==> config.mk <==
export PLATFORM = sky130hd
export DESIGN_NAME = irtx_manchester_tx
export DESIGN_NICKNAME = d
export VERILOG_FILES = /design/src/rtl/irtx_pkg.sv /design/src/rtl/irtx_half_timer.sv /design/src/rtl/irtx_carrier.sv /design/src/rtl/irtx_crc8.sv /design/src/rtl/irtx_sequencer.sv /design/src/rtl/irtx_manchester_tx.sv
export SDC_FILE = /design/constraint.sdc
export NUM_CORES = 1
export LEC_CHECK = 0
export BUFFER_PORTS_ARGS = -buffer_cell sky130_fd_sc_hd__buf_2
export CORE_MARGIN = 10
export CORE_UTILIZATION = 54
export CTS_BUF_LIST = sky130_fd_sc_hd__clkbuf_16
export CTS_CLUSTER_DIAMETER = 100
export DETAILED_ROUTE_END_ITERATION = 7
export PLACE_DENSITY = 0.76
export SLEW_MARGIN = 20
export SYNTH_ARGS = -nofsm -noshare
export SYNTH_HDL_FRONTEND = slang
export SYNTH_HIERARCHICAL = 1
export SYNTH_SLANG_ARGS = --single-unit
==> constraint.sdc <==
create_clock -name clk -period 3.29 [get_ports clk]
set_input_delay 0.4935 -clock clk [delete_from_list [all_inputs] [get_ports clk]]
set_output_delay 0.4935 -clock clk [all_outputs]
set_load 0.005 [all_outputs]
==> src/rtl/irtx_pkg.sv <==
package irtx_pkg;

    // Frame shape
    localparam int HEADER_ONES = 20;
    localparam int HEADER_SYMS = HEADER_ONES + 1;
    localparam int BYTE_BITS   = 8;
    localparam int BYTE_SYMS   = BYTE_BITS + 2;

    // Check byte
    localparam logic [7:0] CRC_POLY = 8'h31;
    localparam logic [7:0] CRC_SEED = 8'hFF;

    // Default half-symbol time in microseconds
    localparam int HALF_US_DEFAULT = 350;

    typedef enum logic [1:0] {
        SEQ_IDLE   = 2'd0,
        SEQ_HEADER = 2'd1,
        SEQ_BYTES  = 2'd2
    } seq_state_e;

    // Request from sequencer to carrier: restart phase, and lit/dark level
    typedef struct packed {
        logic load;
        logic on;
    } half_req_t;

    function automatic int div_round(longint num, longint den);
        return int'((num + den / 2) / den);
    endfunction

    // One MSB-first CRC step on a single input bit
    function automatic logic [7:0] crc8_step(logic [7:0] crc, logic din);
        logic fb;
        fb = crc[7] ^ din;
        return {crc[6:0], 1'b0} ^ (fb ? CRC_POLY : 8'h00);
    endfunction

endpackage

==> src/rtl/irtx_half_timer.sv <==
module irtx_half_timer
    import irtx_pkg::*;
#(
    parameter int HLW          = 16,
    parameter int HALF_DEFAULT = 17500
) (
    input  logic           clk,
    input  logic           rst,
    input  logic           load,
    input  logic [HLW-1:0] half_len,
    input  logic           run,
    output logic           half_end
);

    localparam logic [HLW-1:0] DEF_LEN = HLW'(HALF_DEFAULT);

    logic [HLW-1:0] hlen_q;
    logic [HLW-1:0] hcnt;

    assign half_end = run && (hcnt == hlen_q - HLW'(1));

    always_ff @(posedge clk) begin
        if (rst) begin
            hlen_q <= DEF_LEN;
            hcnt   <= '0;
        end else if (load) begin
            hlen_q <= (half_len == '0) ? DEF_LEN : half_len;
            hcnt   <= '0;
        end else if (run) begin
            hcnt <= half_end ? '0 : hcnt + HLW'(1);
        end
    end

    AST_HALF_IN_RANGE: assert property (@(posedge clk) disable iff (rst)
        run |-> (hcnt < hlen_q));
    AST_HALF_NONZERO: assert property (@(posedge clk) disable iff (rst)
        hlen_q != '0);

endmodule

==> src/rtl/irtx_carrier.sv <==
module irtx_carrier
    import irtx_pkg::*;
#(
    parameter int DIV  = 1316,
    parameter int HIGH = DIV / 2
) (
    input  logic      clk,
    input  logic      rst,
    input  half_req_t req,
    output logic      led
);

    localparam int CW = (DIV > 1) ? $clog2(DIV) : 1;

    logic [CW-1:0] ccnt;

    always_ff @(posedge clk) begin
        if (rst) begin
            ccnt <= '0;
        end else if (req.load || ccnt == CW'(DIV - 1)) begin
            ccnt <= '0;
        end else begin
            ccnt <= ccnt + CW'(1);
        end
    end

    assign led = req.on && (ccnt < CW'(HIGH));

    AST_CARRIER_PHASE: assert property (@(posedge clk) disable iff (rst)
        req.load |=> (led == req.on));
    AST_CARRIER_WRAP: assert property (@(posedge clk) disable iff (rst)
        ccnt < CW'(DIV - 1) || ccnt == CW'(DIV - 1));

endmodule

==> src/rtl/irtx_crc8.sv <==
module irtx_crc8
    import irtx_pkg::*;
#(
    parameter int NUM_BYTES = 2
) (
    input  logic                   clk,
    input  logic                   rst,
    input  logic                   go,
    input  logic [NUM_BYTES*8-1:0] buf_q,
    output logic [7:0]             crc,
    output logic                   ready
);

    localparam int NBITS = NUM_BYTES * BYTE_BITS;
    localparam int CNTW  = $clog2(NBITS);

    logic [CNTW-1:0] cnt;
    logic            running;
    logic            cur_bit;

    // Bit k of the stream is byte k/8, bit 7-(k%8): flip the low three index bits
    assign cur_bit = buf_q[cnt ^ CNTW'(7)];

    always_ff @(posedge clk) begin
        if (rst) begin
            crc     <= CRC_SEED;
            cnt     <= '0;
            running <= 1'b0;
            ready   <= 1'b0;
        end else if (go) begin
            crc     <= CRC_SEED;
            cnt     <= '0;
            running <= 1'b1;
            ready   <= 1'b0;
        end else if (running) begin
            crc <= crc8_step(crc, cur_bit);
            cnt <= cnt + CNTW'(1);
            if (cnt == CNTW'(NBITS - 1)) begin
                running <= 1'b0;
                ready   <= 1'b1;
            end
        end
    end

    AST_CRC_NOT_BOTH: assert property (@(posedge clk) disable iff (rst)
        !(running && ready));

endmodule

==> src/rtl/irtx_sequencer.sv <==
module irtx_sequencer
    import irtx_pkg::*;
#(
    parameter int NUM_BYTES = 2
) (
    input  logic                   clk,
    input  logic                   rst,
    input  logic                   start_acc,
    input  logic [NUM_BYTES*8-1:0] data_in,
    input  logic [7:0]             crc_val,
    input  logic                   crc_ready,
    input  logic                   half_end,
    output logic [NUM_BYTES*8-1:0] buf_q,
    output logic                   busy,
    output logic                   done,
    output half_req_t              req
);

    localparam int BIW = $clog2(NUM_BYTES + 1);

    seq_state_e     state;
    logic [BIW-1:0] byte_idx;
    logic [4:0]     sym_idx;
    logic           phase;
    logic [7:0]     sel_byte;
    logic           sym_bit;
    logic           is_check;

    assign busy     = (state != SEQ_IDLE);
    assign is_check = (byte_idx == BIW'(NUM_BYTES));

    always_comb begin
        sel_byte = crc_val;
        for (int i = 0; i < NUM_BYTES; i++) begin
            if (byte_idx == BIW'(i)) sel_byte = buf_q[i*8 +: 8];
        end
        case (state)
            SEQ_HEADER: sym_bit = (sym_idx < 5'(HEADER_ONES));
            SEQ_BYTES:  sym_bit = (sym_idx < 5'(BYTE_BITS)) ? sel_byte[~sym_idx[2:0]]
                                                            : (sym_idx == 5'(BYTE_BITS));
            default:    sym_bit = 1'b0;
        endcase
        req.on   = busy && (phase ? sym_bit : !sym_bit);
        req.load = start_acc || half_end;
    end

    always_ff @(posedge clk) begin
        if (rst) begin
            state    <= SEQ_IDLE;
            buf_q    <= '0;
            byte_idx <= '0;
            sym_idx  <= '0;
            phase    <= 1'b0;
            done     <= 1'b0;
        end else begin
            done <= 1'b0;
            if (start_acc) begin
                state    <= SEQ_HEADER;
                buf_q    <= data_in;
                byte_idx <= '0;
                sym_idx  <= '0;
                phase    <= 1'b0;
            end else if (half_end) begin
                if (!phase) begin
                    phase <= 1'b1;
                end else begin
                    phase <= 1'b0;
                    if (state == SEQ_HEADER) begin
                        if (sym_idx == 5'(HEADER_SYMS - 1)) begin
                            state    <= SEQ_BYTES;
                            sym_idx  <= '0;
                            byte_idx <= '0;
                        end else begin
                            sym_idx <= sym_idx + 5'd1;
                        end
                    end else if (sym_idx == 5'(BYTE_SYMS - 1)) begin
                        sym_idx <= '0;
                        if (is_check) begin
                            state <= SEQ_IDLE;
                            done  <= 1'b1;
                        end else begin
                            byte_idx <= byte_idx + BIW'(1);
                        end
                    end else begin
                        sym_idx <= sym_idx + 5'd1;
                    end
                end
            end
        end
    end

    AST_DONE_SINGLE: assert property (@(posedge clk) disable iff (rst)
        done |=> !done);
    AST_DONE_AT_IDLE: assert property (@(posedge clk) disable iff (rst)
        done |-> (state == SEQ_IDLE));
    AST_CRC_READY: assert property (@(posedge clk) disable iff (rst)
        (state == SEQ_BYTES && is_check) |-> crc_ready);
    AST_BUSY_HOLDS: assert property (@(posedge clk) disable iff (rst)
        (busy && !half_end) |=> busy);
    AST_HEADER_BOUND: assert property (@(posedge clk) disable iff (rst)
        (state == SEQ_HEADER) |-> (sym_idx < 5'(HEADER_SYMS)));
    AST_BYTE_BOUND: assert property (@(posedge clk) disable iff (rst)
        (state == SEQ_BYTES) |-> (sym_idx < 5'(BYTE_SYMS) && byte_idx <= BIW'(NUM_BYTES)));

endmodule

==> src/rtl/irtx_manchester_tx.sv <==
module irtx_manchester_tx
    import irtx_pkg::*;
#(
    parameter int CLK_HZ     = 50_000_000,
    parameter int CARRIER_HZ = 38_000,
    parameter int NUM_BYTES  = 2,
    parameter int HLW        = 16
) (
    input  logic                   clk,
    input  logic                   rst,
    input  logic                   start,
    input  logic [NUM_BYTES*8-1:0] data_in,
    input  logic [HLW-1:0]         half_len,
    output logic                   led,
    output logic                   busy,
    output logic                   done
);

    localparam int CARR_DIV     = div_round(longint'(CLK_HZ), longint'(CARRIER_HZ));
    localparam int CARR_HIGH    = CARR_DIV / 2;
    localparam int HALF_DEFAULT = div_round(longint'(CLK_HZ) * HALF_US_DEFAULT, 64'd1_000_000);

    logic                   start_acc;
    logic                   half_end;
    logic [NUM_BYTES*8-1:0] buf_q;
    logic [7:0]             crc_val;
    logic                   crc_ready;
    half_req_t              req;

    assign start_acc = start && !busy;

    irtx_half_timer #(.HLW(HLW), .HALF_DEFAULT(HALF_DEFAULT)) u_timer (
        .clk(clk), .rst(rst), .load(start_acc), .half_len(half_len),
        .run(busy), .half_end(half_end)
    );

    irtx_sequencer #(.NUM_BYTES(NUM_BYTES)) u_seq (
        .clk(clk), .rst(rst), .start_acc(start_acc), .data_in(data_in),
        .crc_val(crc_val), .crc_ready(crc_ready), .half_end(half_end),
        .buf_q(buf_q), .busy(busy), .done(done), .req(req)
    );

    irtx_crc8 #(.NUM_BYTES(NUM_BYTES)) u_crc (
        .clk(clk), .rst(rst), .go(start_acc), .buf_q(buf_q),
        .crc(crc_val), .ready(crc_ready)
    );

    irtx_carrier #(.DIV(CARR_DIV), .HIGH(CARR_HIGH)) u_carrier (
        .clk(clk), .rst(rst), .req(req), .led(led)
    );

    AST_IDLE_DARK: assert property (@(posedge clk) disable iff (rst)
        !busy |-> !led);
    AST_DONE_NOT_BUSY: assert property (@(posedge clk) disable iff (rst)
        done |-> !busy);
    AST_START_IGNORED: assert property (@(posedge clk) disable iff (rst)
        (busy && start) |=> (busy || done));

endmodule

Word-level counts from Yosys, hierarchy flattened
Index checks and enable logic that the tools add are counted.

Add/subtract/negate cells: 6. Multipliers: 0. Div/mod/pow operators: 0. Order comparisons: 5. Eq/ne operators: 13. Shift-type cells: 0. Muxes and demuxes: 31. Bitwise logic cells: 7. Reductions and logical operators: 24.

Operators with widths (number): two-way mux 16 bit (2); adder 16 x 1 -> 16 bit (second input constant) (1); equality test 16 bit (1); logical NOT 16 bit (1); two-way mux 2 bit (8); two-way mux 8 bit (2); subtractor 16 x 1 -> 16 bit (second input constant) (1); two-way mux 5 bit (3); AND reduction 5 bit (3); two-way mux 1 bit (12); adder 11 x 1 -> 11 bit (second input constant) (1); equality test 11 bit (second input constant) (1); less-than comparator 11 x 10 -> 1 bit (second input constant) (1); equality test 5 x 4 -> 1 bit (second input constant) (2); nonzero test 2 bit (5); XOR 8 bit (1); two-way mux 6 bit (1); NOT 3 bit (2); nonzero test 3 bit (2); OR reduction 6 bit (1); adder 5 x 1 -> 5 bit (second input constant) (1); equality test 5 bit (second input constant) (1); less-than comparator 4 x 5 -> 1 bit (second input constant) (1); less-than comparator 5 x 4 -> 1 bit (second input constant) (1); 20 further kinds (31).

Register bits: 83. Latch bits: 0. Bits in writable memories: 0. Bits in read-only memories: 0. Logic and storage cells: 99. Memories kept: 0.

Logic depth before layout (Yosys ltp)
Depth after elaboration: 11. Mapped depth: 14.

By module
The synthesis kept the hierarchy.

By module, submodules not included: irtx_half_timer (instances 1, cells each 216, area an instance 1860.5 um2, sequential area each 640.6 um2); irtx_sequencer (instances 1, cells each 174, area an instance 1540.2 um2, sequential area each 540.5 um2); irtx_crc8 (instances 1, cells each 75, area an instance 758.2 um2, sequential area each 280.3 um2); irtx_carrier (instances 1, cells each 61, area an instance 541.8 um2, sequential area each 220.2 um2); irtx_manchester_tx (instances 1, cells each 1, area an instance 13.8 um2, sequential area each 0.0 um2).

Worst setup path after synthesis
Ideal clock, no wire load.

Path type: register to register. Start point: reg u_timer.hlen_q[2]. End point: reg u_seq.state[0]. Library setup time: 129 ps. Arrival time: 2957 ps. Data required time: 3161 ps. Setup slack: 203 ps. Cell stages (with the launch flop): 15. Buffers on the path: 4. Path through: dfxtp_1 > buf_6 > or4_1 > buf_2 > nor4_4 > nor3b_1 > a2111oi_0 > o311ai_1 > nor4_4 > buf_6 > and2_1 > clkbuf_1 > nand2_1 > o21ai_0 > a21oi_1.

Longest elaborated chain between the ends: 5.

RTL lines: start, declared (RTL line irtx_half_timer.sv:17) `logic [HLW-1:0] hlen_q;`; start signal, assigned (RTL line irtx_half_timer.sv:27) `hlen_q <= (half_len == '0) ? DEF_LEN : half_len;`; subtractor 16 x 1 -> 16 bit (RTL line irtx_half_timer.sv:20) `assign half_end = run && (hcnt == hlen_q - HLW'(1));`; equality test 16 bit (RTL line irtx_half_timer.sv:20); logical AND 1 bit (RTL line irtx_half_timer.sv:20); via half_end (RTL line irtx_manchester_tx.sv:24) `logic half_end;`; nonzero test 2 bit (no source line); AND reduction 5 bit (no source line); end signal, assigned (RTL line irtx_sequencer.sv:49) `state <= SEQ_IDLE;`; end signal, assigned (RTL line irtx_sequencer.sv:58) `state <= SEQ_HEADER;`; end signal, assigned (RTL line irtx_sequencer.sv:70) `state <= SEQ_BYTES;`; end, declared (RTL line irtx_sequencer.sv:21) `seq_state_e state;`.

The timed path passes the listed nets, and every way through them passes these cells. A chain may end at the register's enable or synchronous reset.

Final worst setup path
Start point: reg u_timer.hlen_q[0]. End point: reg u_seq.byte_idx[0].

Longest elaborated chain between the ends: 4.

RTL lines: subtractor 16 x 1 -> 16 bit (RTL line irtx_half_timer.sv:20); equality test 16 bit (RTL line irtx_half_timer.sv:20); logical AND 1 bit (RTL line irtx_half_timer.sv:20); via half_end (RTL line irtx_manchester_tx.sv:24); AND reduction 5 bit (no source line); end signal, assigned (RTL line irtx_sequencer.sv:82) `byte_idx <= byte_idx + BIW'(1);`; end, declared (RTL line irtx_sequencer.sv:22) `logic [BIW-1:0] byte_idx;`.

The timed path passes the listed nets, and every way through them passes these cells.

==> reports/results.txt <==
status: finished clean
IO Pins: 38
post-layout util: 0.6272
H-Tree Depth: 3
CP peak stage delay: 0.68 ns
Avg Cell Area, Syn: 8.935 um^2
total CTS buffers: 9
Hold Crit Class: in2reg
Critical Path AT: 3.29 ns
warnings from Yosys: 6
Worst path top cell family by delay: simple AND/OR/NAND/NOR gates
overflow left after global routing: 0
Critical path buffers and inverters: 0
post-synthesis cell count: 524
GP Congestion: 0.9028
wire per inst: 15.76 um
Clock Skews: 0.004550 ns
RSZ-0062 raised after global routing: no
vias in the first global route: 3829
Die H: 113.1 um
DRC: 0
crit path launch type: register
f_max: 0.3260 GHz
P_leak: 1.967 nW
fin. max-slew vios: 0
clk_lat worst skew: 0.34 ns
maximum buffer depth of the clock tree: 2
clock period minus worst slack: 3.067 ns
Tot GR Track Use: 0.1643
Clock Sinks: 83
post-synthesis net count: 572
ant diodes: 0
Die Span X: 113.1 um
Final period util: 0.9323
Die ar.: 12800 um^2
Max Cap Viol: 0
vias per inst: 5.889
Fin. Hold Viols: 0
critical path endpoint category: register
normalized max-slew margin: 0.5387
initial antenna violation count: 0
Final setup viols: 0
WP data required: 3.51 ns
Core Area: 8341 um^2
Slew @ Worst Pin: 0.6910 ns
IO Port Bufs: 37
reg2reg setup slack: 0.22 ns
initial DRC count: 205
number of hold buffers added after cts: 0
placed wire-length estimate: 7.745 mm
maximum fanout along the worst path: 6
slowest CP cell: or4_1
DR pass1 iterations: 5
clock slew at reported path FFs: 0.06 ns
global-route wire length before repair: 17.91 mm
clock root cell: clkbuf_16
total length of routed wires: 10.46 mm
CTS tree: done
worst path cell trace: or4_1, nor4_4, nor3b_1, a2111oi_1, o311ai_2, nor4_4, and2_4, nand2_1, o21ai_0, a21oi_1
synthesized area: 4682 um^2
via count: 3910
largest net degree at the start of global routing: 24
fill count: 737
Row Count: 33
antenna viol nets, final: 0
Initial Util: 0.5614
PwrDens: 443.9 nW/um^2
Sum Neg Setup Slack: 0 ns
CP Class: reg2reg
layout net count: 602
most frequent CP cell: nor4_4
Layout Area Growth over Synthesis: 11.73%
layout cells sized above 1: 0.1735
VDD IR max: 259.0 uV
## area by class of cell
type	count	area (um^2)	share of cell area
multi-input combinational	394	2809	0.5370
tap	105	131.4	0.02511
clock buffer	9	225.2	0.04305
timing repair buffer	48	267.8	0.05118
inverter	18	67.56	0.01292
sequential	83	1662	0.3176
clock inverter	7	68.82	0.01315
## flip-flops by register name, summed over array words and instances, names as in the netlist
name and count:
u_carrier/ccnt 11, u_crc/cnt 4, u_crc/crc 8, u_crc/running 1
u_seq/buf_q 16, u_seq/byte_idx 2, u_seq/done 1, u_seq/phase 1
u_seq/state 2, u_seq/sym_idx 5, u_timer/hcnt 16, u_timer/hlen_q 16
## what timing repair did
action | CTS | global route
setup buffers | 0 | 1
endpoints found under the setup margin | 0 | 19
resized for setup | 0 | 8
## per-stage QoR
| step | area [um^2] | hold slack [ns] | total power, mW | setup WS (ns) | instances |
|---|---|---|---|---|---|
| 2_1_floorplan | 4682 | 0.4296 | 1.276 | 0.2034 | 524 |
| 3_3_place_gp | 4903 | 0.4393 | 1.337 | 0.2667 | 647 |
| 3_5_place_dp | 4903 | 0.4792 | 1.346 | 0.1236 | 647 |
| 4_1_cts | 5197 | 0.3746 | 2.343 | 0.04521 | 663 |
| 5_1_grt | 5231 | 0.3795 | 2.415 | 0.03092 | 664 |
| 6_report | 5231 | 0.3806 | 2.322 | 0.2227 | 664 |
## metal layers
| metal | global-route usage | vias up | share of wire |
|---|---|---|---|
| li1 | - | 1936 | - |
| met1 | 0.1964 | 1872 | 0.45 |
| met2 | 0.2842 | 88 | 0.50 |
| met3 | 0.03487 | 14 | 0.039 |
| met4 | 0.05668 | 0 | 0.016 |
| met5 | 0 | - | 0 |
## where the power goes
group | internal [mW] | switching (mW) | total (mW)
sequential | 1.04 | 0.0456 | 1.09
combinational | 0.116 | 0.124 | 0.241
clock | 0.585 | 0.410 | 0.995
## cell usage in the layout (no fill, tap or decap), drive strengths merged, types with 9 or more instances in the layout
master / instances
inv: 18
clkbuf: 9
xnor2: 17
xor2: 23
nand4: 12
nand2: 28
or3: 9
nor2: 66
nor3: 20
buf: 48
a21oi: 20
o21ai: 17
ha: 13
nand3: 15
dfxtp: 83
mux2i: 48
## path summary, 6_finish.rpt
path	start	end	cells past startpoint
setup / recovery	u_timer/hlen_q[0]	u_seq/byte_idx[0]	10
hold / removal	half_len[14]	u_timer/hlen_q[14]	2
setup reg to reg	u_timer/hlen_q[0]	u_seq/byte_idx[0]	10
hold reg to reg	u_carrier/ccnt[0]	u_carrier/ccnt[0]	1
Note: power is estimated with default switching activity, not from simulation.
